$ cat config.mk
export PLATFORM = sky130hd
export DESIGN_NAME = gpio_port
export DESIGN_NICKNAME = d
export VERILOG_FILES = /design/src/rtl/gpio_pkg.sv /design/src/rtl/gpio_addr_dec.sv /design/src/rtl/gpio_regfile.sv /design/src/rtl/gpio_pad_resolve.sv /design/src/rtl/gpio_port.sv
export SDC_FILE = /design/constraint.sdc
export NUM_CORES = 1
export LEC_CHECK = 0
export BUFFER_PORTS_ARGS = -buffer_cell sky130_fd_sc_hd__buf_2
export CORE_ASPECT_RATIO = 1.4
export CORE_MARGIN = 2
export CORE_UTILIZATION = 57
export CTS_CLUSTER_SIZE = 16
export DETAILED_ROUTE_END_ITERATION = 8
export GPL_TIMING_DRIVEN = 0
export HOLD_SLACK_MARGIN = 0.12
export MAX_ROUTING_LAYER = met4
export PLACE_DENSITY = 0.81
export SLEW_MARGIN = 10
export SYNTH_ARGS = -nofsm -noshare
export SYNTH_HDL_FRONTEND = slang
export SYNTH_SLANG_ARGS = --single-unit
$ cat constraint.sdc
create_clock -name clk -period 2.12 [get_ports clk]
set_clock_uncertainty 0.05 [all_clocks]
set_input_delay 0.212 -clock clk [delete_from_list [all_inputs] [get_ports clk]]
set_output_delay 0.212 -clock clk [all_outputs]
set_load 0.05 [all_outputs]
$ cat src/rtl/gpio_pkg.sv
package gpio_pkg;

    localparam int DATA_W = 32;

    typedef enum logic [1:0] {
        PULL_NONE = 2'b00,
        PULL_DOWN = 2'b01,
        PULL_RSVD = 2'b10,
        PULL_UP   = 2'b11
    } pull_e;

    typedef struct packed {
        pull_e pull;
        logic  disc;
    } pin_cfg_t;

    typedef enum logic [3:0] {
        SEL_NONE,
        SEL_OUT,
        SEL_OUTSET,
        SEL_OUTCLR,
        SEL_IN,
        SEL_DIR,
        SEL_DIRSET,
        SEL_DIRCLR,
        SEL_CNF
    } reg_sel_e;

    localparam pin_cfg_t CFG_RESET = '{pull: PULL_NONE, disc: 1'b1};

    // Priority: own drive, external drive, pull, held value.
    function automatic logic resolve_pad(logic dir, logic out, logic drv,
                                         logic lvl, pull_e pull, logic prev);
        logic r;
        if (dir)                  r = out;
        else if (drv)             r = lvl;
        else if (pull == PULL_UP) r = 1'b1;
        else if (pull == PULL_DOWN) r = 1'b0;
        else                      r = prev;
        return r;
    endfunction

    function automatic logic [DATA_W-1:0] cnf_word(logic dir, pin_cfg_t c);
        logic [DATA_W-1:0] w;
        w      = '0;
        w[0]   = dir;
        w[1]   = c.disc;
        w[3:2] = c.pull;
        return w;
    endfunction

endpackage

$ cat src/rtl/gpio_addr_dec.sv
module gpio_addr_dec
    import gpio_pkg::*;
#(
    parameter int NPINS      = 32,
    parameter int ADDR_W     = 7,
    parameter int OFS_OUT    = 1,
    parameter int OFS_OUTSET = 2,
    parameter int OFS_OUTCLR = 3,
    parameter int OFS_IN     = 4,
    parameter int OFS_DIR    = 5,
    parameter int OFS_DIRSET = 6,
    parameter int OFS_DIRCLR = 7,
    parameter int CNF_BASE   = 32,
    localparam int IDX_W     = $clog2(NPINS)
) (
    input  logic [ADDR_W-1:0] addr,
    output reg_sel_e          sel,
    output logic [IDX_W-1:0]  idx
);
    logic [ADDR_W-1:0] off;
    logic              in_cnf;

    assign off    = addr - ADDR_W'(CNF_BASE);
    assign idx    = off[IDX_W-1:0];
    assign in_cnf = ({1'b0, addr} >= (ADDR_W+1)'(CNF_BASE)) &&
                    ({1'b0, addr} <  (ADDR_W+1)'(CNF_BASE + NPINS));

    always_comb begin
        if (in_cnf)                          sel = SEL_CNF;
        else if (addr == ADDR_W'(OFS_OUT))    sel = SEL_OUT;
        else if (addr == ADDR_W'(OFS_OUTSET)) sel = SEL_OUTSET;
        else if (addr == ADDR_W'(OFS_OUTCLR)) sel = SEL_OUTCLR;
        else if (addr == ADDR_W'(OFS_IN))     sel = SEL_IN;
        else if (addr == ADDR_W'(OFS_DIR))    sel = SEL_DIR;
        else if (addr == ADDR_W'(OFS_DIRSET)) sel = SEL_DIRSET;
        else if (addr == ADDR_W'(OFS_DIRCLR)) sel = SEL_DIRCLR;
        else                                  sel = SEL_NONE;
    end
endmodule

$ cat src/rtl/gpio_regfile.sv
module gpio_regfile
    import gpio_pkg::*;
#(
    parameter int NPINS  = 32,
    localparam int IDX_W = $clog2(NPINS)
) (
    input  logic              clk,
    input  logic              rst,
    input  logic              wr_en,
    input  reg_sel_e          sel,
    input  logic [IDX_W-1:0]  idx,
    input  logic [DATA_W-1:0] wdata,
    output logic [NPINS-1:0]  dir_q,
    output logic [NPINS-1:0]  out_q,
    output pin_cfg_t          cfg_q [NPINS]
);
    logic [NPINS-1:0] mask;
    assign mask = wdata[NPINS-1:0];

    // One copy of direction; the configuration word's bit 0 is a view of it.
    always_ff @(posedge clk) begin
        if (rst) begin
            dir_q <= '0;
        end else if (wr_en) begin
            case (sel)
                SEL_DIR:    dir_q <= mask;
                SEL_DIRSET: dir_q <= dir_q | mask;
                SEL_DIRCLR: dir_q <= dir_q & ~mask;
                SEL_CNF:    dir_q[idx] <= wdata[0];
                default:    dir_q <= dir_q;
            endcase
        end
    end

    always_ff @(posedge clk) begin
        if (rst) begin
            out_q <= '0;
        end else if (wr_en) begin
            case (sel)
                SEL_OUT:    out_q <= mask;
                SEL_OUTSET: out_q <= out_q | mask;
                SEL_OUTCLR: out_q <= out_q & ~mask;
                default:    out_q <= out_q;
            endcase
        end
    end

    for (genvar i = 0; i < NPINS; i++) begin : g_cfg
        always_ff @(posedge clk) begin
            if (rst)
                cfg_q[i] <= CFG_RESET;
            else if (wr_en && sel == SEL_CNF && idx == IDX_W'(i))
                cfg_q[i] <= '{pull: pull_e'(wdata[3:2]), disc: wdata[1]};
        end
    end
endmodule

$ cat src/rtl/gpio_pad_resolve.sv
module gpio_pad_resolve
    import gpio_pkg::*;
#(
    parameter int NPINS = 32
) (
    input  logic             clk,
    input  logic             rst,
    input  logic [NPINS-1:0] dir_q,
    input  logic [NPINS-1:0] out_q,
    input  pin_cfg_t         cfg_q [NPINS],
    input  logic [NPINS-1:0] pin_level,
    input  logic [NPINS-1:0] pin_driven,
    output logic [NPINS-1:0] in_word,
    output logic             err_q
);
    logic [NPINS-1:0] pad_q;
    logic [NPINS-1:0] clash;

    for (genvar i = 0; i < NPINS; i++) begin : g_pad
        always_ff @(posedge clk) begin
            if (rst)
                pad_q[i] <= 1'b0;
            else
                pad_q[i] <= resolve_pad(dir_q[i], out_q[i], pin_driven[i],
                                        pin_level[i], cfg_q[i].pull, pad_q[i]);
        end
        assign in_word[i] = pad_q[i] & ~cfg_q[i].disc;
        assign clash[i]   = dir_q[i] & pin_driven[i] & (pin_level[i] ^ out_q[i]);
    end

    always_ff @(posedge clk) begin
        if (rst)          err_q <= 1'b0;
        else if (|clash)  err_q <= 1'b1;
    end
endmodule

$ cat src/rtl/gpio_port.sv
module gpio_port
    import gpio_pkg::*;
#(
    parameter int NPINS      = 32,
    parameter int ADDR_W     = 7,
    parameter int OFS_OUT    = 1,
    parameter int OFS_OUTSET = 2,
    parameter int OFS_OUTCLR = 3,
    parameter int OFS_IN     = 4,
    parameter int OFS_DIR    = 5,
    parameter int OFS_DIRSET = 6,
    parameter int OFS_DIRCLR = 7,
    parameter int CNF_BASE   = 32
) (
    input  logic              clk,
    input  logic              rst,
    input  logic              wr_en,
    input  logic [ADDR_W-1:0] addr,
    input  logic [31:0]       wdata,
    output logic [31:0]       rdata,
    input  logic [NPINS-1:0]  pin_level,
    input  logic [NPINS-1:0]  pin_driven,
    output logic [NPINS-1:0]  pin_out,
    output logic [NPINS-1:0]  pin_oe,
    output logic              conflict_err
);
    localparam int IDX_W = $clog2(NPINS);

    reg_sel_e         sel;
    logic [IDX_W-1:0] idx;
    logic [NPINS-1:0] dir_q, out_q, in_word;
    pin_cfg_t         cfg_q [NPINS];

    gpio_addr_dec #(
        .NPINS(NPINS), .ADDR_W(ADDR_W), .OFS_OUT(OFS_OUT),
        .OFS_OUTSET(OFS_OUTSET), .OFS_OUTCLR(OFS_OUTCLR), .OFS_IN(OFS_IN),
        .OFS_DIR(OFS_DIR), .OFS_DIRSET(OFS_DIRSET), .OFS_DIRCLR(OFS_DIRCLR),
        .CNF_BASE(CNF_BASE)
    ) u_dec (
        .addr(addr), .sel(sel), .idx(idx)
    );

    gpio_regfile #(.NPINS(NPINS)) u_regs (
        .clk(clk), .rst(rst), .wr_en(wr_en), .sel(sel), .idx(idx),
        .wdata(wdata), .dir_q(dir_q), .out_q(out_q), .cfg_q(cfg_q)
    );

    gpio_pad_resolve #(.NPINS(NPINS)) u_pad (
        .clk(clk), .rst(rst), .dir_q(dir_q), .out_q(out_q), .cfg_q(cfg_q),
        .pin_level(pin_level), .pin_driven(pin_driven),
        .in_word(in_word), .err_q(conflict_err)
    );

    always_comb begin
        rdata = '0;
        case (sel)
            SEL_OUT, SEL_OUTSET, SEL_OUTCLR: rdata[NPINS-1:0] = out_q;
            SEL_DIR, SEL_DIRSET, SEL_DIRCLR: rdata[NPINS-1:0] = dir_q;
            SEL_IN:                          rdata[NPINS-1:0] = in_word;
            SEL_CNF:                         rdata = cnf_word(dir_q[idx], cfg_q[idx]);
            default:                         rdata = '0;
        endcase
    end

    assign pin_out = out_q;
    assign pin_oe  = dir_q;
endmodule

After elaboration in Yosys (flattened, before gate mapping)
Index checks and enable logic that the tools add are counted.
Widths: inputs -> output; s select.
Cells by class
  add/sub/neg operators: 1
  magnitude comparators: 5
  eq/ne operators: 110
  mux-type cells: 147
  bitwise logic cells: 166
  reduce and logical (&&, ||, !) cells: 75
Operator list (number)
  $pmux 32 s4: 2
  $reduce_bool 4->1: 33
  $mux 1: 130
  $and 1x1->1: 96
  $pmux 32 s3: 1
  $eq 5x5->1 const B: 16
  $and 32x32->32: 2
  $eq 2x1->1 const B: 32
  $eq 2x2->1 const B: 32
  $or 32x32->32: 2
  $eq 5x4->1 const B: 8
  $logic_and 1x1->1: 35
  $bwmux 32: 1
  $not 1->1: 32
  $not 32->32: 1
  $reduce_or 32->1: 1
  $xor 1x1->1: 32
  $eq 7x3->1 const B: 4
  $mux 4: 7
  $eq 5x3->1 const B: 4
  $eq 4x3->1 const B: 4
  $bmux 3 s5: 1
  $eq 7x2->1 const B: 2
  $eq 5x2->1 const B: 2
  19 further kinds: 24
Storage, ports and cells
  register bits after elaboration: 193
  bits of input ports: 106
  output and inout port bits: 97
  logic and storage cells: 603

Depth between registers and ports, before layout
Gate-level depths: netlist of the first run.
  depth in word-level cells: 12
  mapped depth: 9

By module
Synthesis of the first run repeated with hierarchy kept, for this count alone.
Unflattened totals
  cells, all modules: 1356
  area total of the unflattened synthesis: 11543.6 um^2
By module, submodules not included
  gpio_regfile: instances 1, cells each 851, area each 7384.6 um^2, sequential area each 3203.1 um^2
  gpio_pad_resolve: instances 1, cells each 304, area each 2427.3 um^2, sequential area each 660.6 um^2
  gpio_port: instances 1, cells each 190, area each 1649.1 um^2, sequential area each 0.0 um^2
  gpio_addr_dec: instances 1, cells each 11, area each 82.6 um^2, sequential area each 0.0 um^2

Worst setup path before layout of the first run
No wires, ideal clock.
  path kind: input to output
  start point: in addr[6]
  end point: out rdata[15]
  data arrival time: 2.413 ns
  data required time: 1.858 ns
  setup slack: -0.555 ns
  stages on the path: 6
  cells stage by stage: nor4_2 > and2_1 > buf_4 > nand2_1 > clkbuf_1 > o32ai_1
On the way
  word-level cells in the longest chain between the ends: 12
  elaborated cells between the ends (all ways): 29
  those cells by class: order compare (2); eq/ne (15); mux (9); reduce/logical (3)
Ends and longest elaborated chain
  start, declared: line gpio_port.sv:18  | input logic [ADDR_W-1:0] addr,
  $eq 7x3->1: line gpio_addr_dec.sv:36  | else if (addr == ADDR_W'(OFS_DIRCLR)) sel = SEL_DIRCLR;
  $mux 3: line gpio_addr_dec.sv:36
  $mux 4: line gpio_addr_dec.sv:35  | else if (addr == ADDR_W'(OFS_DIRSET)) sel = SEL_DIRSET;
  $mux 4: line gpio_addr_dec.sv:34  | else if (addr == ADDR_W'(OFS_DIR)) sel = SEL_DIR;
  $mux 4: line gpio_addr_dec.sv:33  | else if (addr == ADDR_W'(OFS_IN)) sel = SEL_IN;
  $mux 4: line gpio_addr_dec.sv:32  | else if (addr == ADDR_W'(OFS_OUTCLR)) sel = SEL_OUTCLR;
  $mux 4: line gpio_addr_dec.sv:31  | else if (addr == ADDR_W'(OFS_OUTSET)) sel = SEL_OUTSET;
  $mux 4: line gpio_addr_dec.sv:30  | else if (addr == ADDR_W'(OFS_OUT)) sel = SEL_OUT;
  $mux 4 (*): line gpio_addr_dec.sv:29  | if (in_cnf) sel = SEL_CNF;
  $eq 4x3->1 (tied with other cells): line gpio_port.sv:56  | case (sel)
  $reduce_or 3->1: line gpio_port.sv:56
  $pmux 32 s4 (*): line gpio_port.sv:56
  end, declared: line gpio_port.sv:20  | output logic [31:0] rdata,
Mark *: on every way between the ends. The rest lies on a longest branch, timed or not.

Final worst setup path of the first run
  start point: reg u_regs.cfg_q[46] (netlist name)
  end point: out rdata[2]
On the way
  word-level cells in the longest chain between the ends: 4
Ends and longest elaborated chain
  $bmux 3 s5: line gpio_port.sv:60  | SEL_CNF: rdata = cnf_word(dir_q[idx], cfg_q[idx]);
  $mux 3 (implied by the code) (2 in a row): line gpio_port.sv:60
  $pmux 32 s4: line gpio_port.sv:56
Every way passes these cells. The select of a mux whose other input is x is not followed.

==> results.md, run 1 <==
* Result of the run: complete, but fails checks
* Failing checks: setup timing
* # DRC at 0
* Antenna Nets Post-Route at 0
* Vias in the first global route at 14300
* Largest net degree at the start of global routing at 18
* Syn Std Cell Area at approximately 12000 um2
* Worst Hold Depth at 5
* Mapped Avg Cell Area at approximately 8.0 um2
* Req. time, crit path at approximately 1900 ps
* Htree depth at 4
* Core ar. at roughly 20000 um2
* Hold Crit Endpoint: u_pad.pad_q[11]$_SDFFE_PP0P_
* Wirelength per Cell at around 30 um
* Max-slew violation count at 0
* All-Layer GR Usage at 0.550
* Sequential share of the synthesized area at 0.332
* Slew margin rel. at 0.315
* Synth cell types at 64
* Worst skew pair latency at between 400 and 500 ps
* Nets at 1845
* CTS tree: yes
* Filler Cells Inserted at between 1000 and 1500
* Final worst slack at -458 ps
* Yosys warnings at 0
* CP arrival at between 2000 and 2500 ps
* Top_reg_cell synth: dfxtp_1
* Hold_sp: pin_level[11]
* Overall via count from detail_route at 14500
* Vias/cell at between 7 and 8
* DRT Pass-1 Iters at 8
* CP startpoint: u_regs.cfg_q[46]$_SDFFE_PP0P_
* Worst reg2reg path startpoint: u_regs.out_q[12]$_SDFFE_PP0P_
* Final wirelength at 59900 um
* Crit end category: primary output
* RSZ-0062 raised after global routing: yes
* Most common cell after layout, fill and taps aside: nand2_1
* Type of origin of the critical path: flop
* Port bufs at 199
* Syn_nets at between 1500 and 2000
* CTS clk-pin slew, worst paths at ~80 ps
* First-pass GRT wire length at about 87000 um
* Layout Area Growth over Synthesis at 32.1%
* Die ar. at 21600 um2
* Final setup fails at 4
* Final Cycle Share at 1.22
* Overall die width at approximately 120 um
* CP max FO at 3
* Cell Area, Placed at between 10000 and 15000 um2
* # clock sinks at a little under 200
* Yosys reg bits at about 190
* Number of synthesized flops with an enable pin at 0
* Total grt overflow at 0
* PD cells at roughly 570 nW/um2
* Worst hold path type: in2reg
* Initial drt markers at around 2100
* Max VDD drop at 0.000590 V
* Clock Path Buffers at 2
* Final Hold Fails at 0
* Clock root buffer: clkbuf_16
* Critical path type: reg2out
* Fraction of layout cells with a size suffix above 1 at 0.257
* I/O pins at 203
* Non-Filler Instances at ~2000
* Worst reg2reg setup slack at approximately 170 ps
* Worst r2r path cells at 5
* Peak Freq at roughly 390 MHz
* Final Wtd Congestion at around 1.1
* DIE HEIGHT at ~170 um
* Final Cell Area at 15400 um2
* Post-synth ARST share at 0
* CTS Buf Count at 17
* Synth Instances at 1453
* Placed cells at approximately 1900
* Antenna violations before repair at 1
* Most frequent cells in the layout: nand2_1, buf_2, dfxtp_1
* Reg-to-reg endpoint: u_pad.err_q$_SDFFE_PP0P_
* Row count at 61
* Leak at 5.72 nW
* Max cap viols at 0
* Tmin final at approximately 2600 ps
* Initial core utilization at 0.583
* Worst slew pin tran at approximately 1000 ps
* Post-DP HPWL at about 40000 um
-- logic make-up (layout without fill, tap and decap cells) --
group	count (synthesis)	in the layout	synth area share
compound gates	414	414	0.225
xor+xnor	32	32	0.0241
buf+inv	171	470	0.0653
flops	193	193	0.332
mux	169	169	0.173
other cells	0	3	0
simple gates	474	474	0.180
-- worst max-delay path by stage --
stage / slack (ps) / endpoint / depth (start not counted)
after floorplan: -250 / rdata[2] / 6
after global placement: -760 / rdata[2] / 7
after detailed placement: -790 / rdata[27] / 7
after CTS: -330 / rdata[1] / 6
after global routing: -430 / rdata[2] / 6
final: -460 / rdata[2] / 6
-- routing by layer --
layer	up-vias	global-route usage	share of wire
li1	5792	-	-
met1	6610	0.581	0.32
met2	1494	0.811	0.43
met3	563	0.152	0.12
met4	0	0.546	0.13
met5	-	-	0
-- sequential cells by signal, indices dropped and copies added, names as in the netlist --
register,count
u_pad.err_q,1
u_regs.out_q,32
u_regs.dir_q,32
u_regs.cfg_q,96
u_pad.pad_q,32
-- metrics by stage --
stage	worst slack [ps]	setup TNS, ps	utilization	hold slack, ps	total power [mW]
after floorplan	-254	-3370	-	302	4.60
after global placement	-757	-43200	0.668	417	5.14
after detailed placement	-794	-44770	0.668	422	5.16
after CTS	-334	-1410	0.761	123	8.52
after global routing	-432	-1560	0.771	156	8.81
final	-458	-1660	0.771	119	8.72
-- critical path, cell delays in order, from the launching register on --
cell and delay (ps):
dfxtp_1 360, mux4_2 500, a22o_4 260, a211oi_2 190
a211o_1 220, o221ai_4 140, buf_6 180
-- final cells by class --
class                   instances  area, um2  share of cell area
flip-flops and latches        193       3920               0.255
clock buffers                  17        425              0.0277
well taps                     252        315              0.0205
diodes                          3       7.51            0.000489
plain buffers                 109        692              0.0451
repair buffers                296       2120               0.138
multi-input cells            1089       7590               0.495
clock inverters                15        159              0.0103
inverters                      33        124             0.00807
-- repair_timing --
item | 4_1_cts | 5_1_grt
endpoints found under the setup margin | 32 | 58
gates resized for setup | 140 | 48
buffers inserted | 10 | 6
endpoints found under the hold margin | 70 | 0
cloned | 1 | 2
hold buffers | 83 | 0
pin swaps | 11 | 6
-- synthesized netlist by cell type, types with 9 or more instances --
| master | count | share of area |
|---|---|---|
| dfxtp_1 | 193 | 0.33 |
| nand2_1 | 190 | 0.061 |
| nor2_1 | 157 | 0.051 |
| mux2i_1 | 144 | 0.12 |
| o21ai_0 | 109 | 0.047 |
| a21oi_1 | 98 | 0.042 |
| clkbuf_1 | 88 | 0.028 |
| o21ai_1 | 54 | 0.023 |
| nand3_1 | 52 | 0.022 |
| o221ai_1 | 34 | 0.026 |
| inv_1 | 33 | 0.011 |
| xor2_1 | 32 | 0.024 |
| buf_2 | 30 | 0.013 |
| o32ai_1 | 29 | 0.022 |
| mux4_2 | 24 | 0.047 |
| a211o_1 | 17 | 0.013 |
| o22ai_1 | 15 | 0.0081 |
| and3_1 | 10 | 0.0054 |
| o21ai_2 | 10 | 0.0075 |
| o2bb2ai_1 | 10 | 0.0075 |
| nor2b_1 | 9 | 0.0048 |
-- where the power goes --
| part | switching [mW] | internal, mW | total (mW) |
|---|---|---|---|
| Clock | 1.62 | 1.75 | 3.37 |
| Sequential | 0.107 | 3.69 | 3.80 |
| Combinational | 1.03 | 0.521 | 1.55 |
No activity file was read; power rests on OpenSTA's default activity.
==> run 2: changes to the inputs <==
--- a/config.mk
+++ b/config.mk
@@ -6,15 +6,16 @@
 export NUM_CORES = 1
 export LEC_CHECK = 0
 export BUFFER_PORTS_ARGS = -buffer_cell sky130_fd_sc_hd__buf_2
+export CAP_MARGIN = 20
 export CORE_ASPECT_RATIO = 1.4
 export CORE_MARGIN = 2
-export CORE_UTILIZATION = 57
+export CORE_UTILIZATION = 60
 export CTS_CLUSTER_SIZE = 16
 export DETAILED_ROUTE_END_ITERATION = 8
 export GPL_TIMING_DRIVEN = 0
 export HOLD_SLACK_MARGIN = 0.12
 export MAX_ROUTING_LAYER = met4
-export PLACE_DENSITY = 0.81
+export PLACE_DENSITY = 0.85
 export SLEW_MARGIN = 10
 export SYNTH_ARGS = -nofsm -noshare
 export SYNTH_HDL_FRONTEND = slang
==> constraint.sdc (replaced) <==
create_clock -name clk -period 3.15 [get_ports clk]
set_clock_uncertainty 0.05 [all_clocks]
set_input_delay 0.315 -clock clk [delete_from_list [all_inputs] [get_ports clk]]
set_output_delay 0.315 -clock clk [all_outputs]
set_load 0.05 [all_outputs]
==> run 2 against run 1 <==
- the run still ends with setup timing left
- sequential power decreased by 33%
- sequential share of layout area is 2.6 points higher
- final area shrank 10%
- critical path depth increased by 3
- via count down 4.7%
- global-route usage is 1.3 points higher
- combinational power fell by 39%
- total power decreased by 33%
- register-to-register slack gained 890 ps
- cell count fell by 2.4%
- die area decreased by 4.9%
- critical endpoint is now rdata[0]
- highest routed layer unchanged
==> results.md, run 2 (synthesis gave the netlist of run 1 again) <==
* Largest register FFs at 96
* CTS clk-pin slew, worst paths at 80 ps
* Overall via count from detail_route at roughly 14000
* Dpl ws at between 150 and 200 ps
* Vias/cell at roughly 7
* Layout Area Growth over Synthesis at 18.3%
* Initial drt markers at between 2000 and 2500
* CTS Buf Count at 17
* Result of the run: complete, but fails checks
* Initial core utilization at 0.607
* Worst slew pin tran at about 1100 ps
* Filler Cells Inserted at roughly 1500
* Net switching power at roughly 1.9 mW
* Final Wtd Congestion at approximately 1.1
* Critical path type: in2out
* Worst reg2reg setup slack at between 1000 and 1500 ps
* Met3 Track Usage GR at 0.193
* Fraction of layout cells with a size suffix above 1 at 0.193
* DIE HEIGHT at approximately 170 um
* Gate power share at 0.164
* Max-slew violation count at 0
* Clock share of power at 0.401
* Most common cell after layout, fill and taps aside: buf_2
* Final setup fails at 2
* Req. time, crit path at 2780 ps
* Peak Freq at around 310 MHz
* Largest net degree at the start of global routing at 20
* Overall power at approximately 5.8 mW
* Clock Path Buffers at 2
* Post-DP HPWL at between 40000 and 50000 um
* Final wirelength at roughly 56000 um
* Port bufs at between 150 and 200
* CP peak stage delay at between 400 and 500 ps
* All-Layer GR Usage at 0.564
* Vias in the first global route at 13400
* Die ar. at roughly 21000 um2
* Multi-input logic area at ~7000 um2
* Met2 GRT Util at 0.830
* Reg-to-reg endpoint: u_pad.err_q$_SDFFE_PP0P_
* Leak at between 5 and 6 nW
* CP max FO at 10
* # clock sinks at ~190
* Worst r2r path cells at 5
* Wirelength per Cell at between 20 and 30 um
* Final Cell Area at ~14000 um2
* Type of origin of the critical path: input pin
* Cell Area, Placed at roughly 13000 um2
* P_int at between 3 and 4 mW
* Failing checks: setup timing
* Crit path max-delay cell type: nand3b_1
* Flop pwr share at 0.435
* RSZ-0062 raised after global routing: no
* PD cells at 422 nW/um2
* Hold Crit Endpoint: u_regs.out_q[28]$_SDFFE_PP0P_
* CP arrival at between 2000 and 3000 ps
* Nets at approximately 1800
* Worst hold path type: in2reg
* Clock root buffer: clkbuf_16
* Max cap viols at 0
* Antenna Nets Post-Route at 0
* Worst reg2reg path startpoint: u_regs.dir_q[3]$_SDFFE_PP0P_
* # DRC at 0
* Total grt overflow at 0
* Critical path cell sequence: buf_2 -> buf_4 -> buf_6 -> nand3b_1 -> o221a_2 -> a31oi_1 -> o21ai_1 -> o221ai_1 -> buf_2
* Util after Layout at 0.718
* Final Hold Fails at 0
* Final Cycle Share at 1.01
* CTS tree: yes
* Max VDD drop at ~0.00036 V
* Largest reg by FF count: u_regs.cfg_q
* First-pass GRT wire length at approximately 82000 um
* Htree depth at 4
* Tmin final at around 3200 ps
* Row count at 60
* Crit end category: primary output
* Antenna violations before repair at 7
* Grt met1 use at 0.584
* Reg area at approximately 3900 um2
* Worst Hold Depth at 3
* Final worst slack at -40.9 ps
* Net Sw Frac at 0.324
* Core ar. at about 19000 um2
* Hold_sp: wdata[28]
* Slew margin rel. at 0.278
* Critical Path Most Common Cell: buf_2
* I/O pins at about 200
* Overall die width at roughly 120 um
* GRT busiest layer: met2
* Final TNS setup at -47.3 ps
* Worst skew pair latency at around 470 ps
* Most frequent cells in the layout: buf_2, dfxtp_1, nand2_1
* DRT Pass-1 Iters at 6
==> run 2: changes by cell type in the layout (fill, tap and decap cells not counted), moves of 23 or more <==
cell / before / now
buf_4: 39 / 6
dfxtp_2: 23 / 0
o32ai_1: 1 / 29
clkbuf_1: 50 / 88
buf_2: 188 / 229
dfxtp_1: 163 / 193
dlygate4sd3_1: 78 / 20
==> run 2: power by group through the flow <==
stage	logic, mW	clock network (mW)	registers [mW]
floorplan	0.431	0	2.65
finish	0.951	2.33	2.53
detailed placement	0.873	0	2.58
CTS	0.896	2.27	2.52
global placement	0.857	0	2.58
global route	0.983	2.37	2.53
==> run 2: timing repair <==
action	CTS	global route
hold buffers	20	0
endpoints found under the setup margin	0	3
hold endpoints to repair	20	0
gates resized for setup	0	2
buffers inserted	0	0
==> run 2: layout make-up <==
cell class,count,area share
inverter,33,0.00901
multi-input combinational,1089,0.509
buffer,138,0.0463
sequential,193,0.281
tap,248,0.0226
antenna,7,0.00127
timing repair buffer,219,0.0870
clock inverter,13,0.0118
clock buffer,19,0.0322
==> run 2: worst max-delay path by stage <==
| stage | from | to | slack [ps] | cells past startpoint |
|---|---|---|---|---|
| 5_1_grt | addr[6] | rdata[31] | 40 | 8 |
| 6_report | addr[1] | rdata[0] | -40 | 9 |
| 3_3_place_gp | addr[4] | rdata[3] | 160 | 8 |
| 3_5_place_dp | addr[1] | rdata[0] | 170 | 9 |
| 2_1_floorplan | addr[6] | rdata[15] | 270 | 6 |
| 4_1_cts | addr[1] | rdata[0] | 170 | 9 |
==> run 2: stage by stage <==
step,cells,hold WS [ps]
6_report,1959,107
5_1_grt,1959,131
4_1_cts,1952,120
3_5_place_dp,1900,408
3_3_place_gp,1900,407
2_1_floorplan,1453,394
==> run 2: critical path: cells and delay by family <==
family,cells,cell delay (ps)
buffers and inverters,4,960
AND/OR/NAND/NOR,1,440
AO/OA/AOI/OAI,4,1090
==> run 2: per-layer routing <==
metal  share of wire  vias up
met2            0.44     1317
met1            0.32     6315
met5               0        -
li1                -     5691
met3            0.12      450
met4            0.12        0
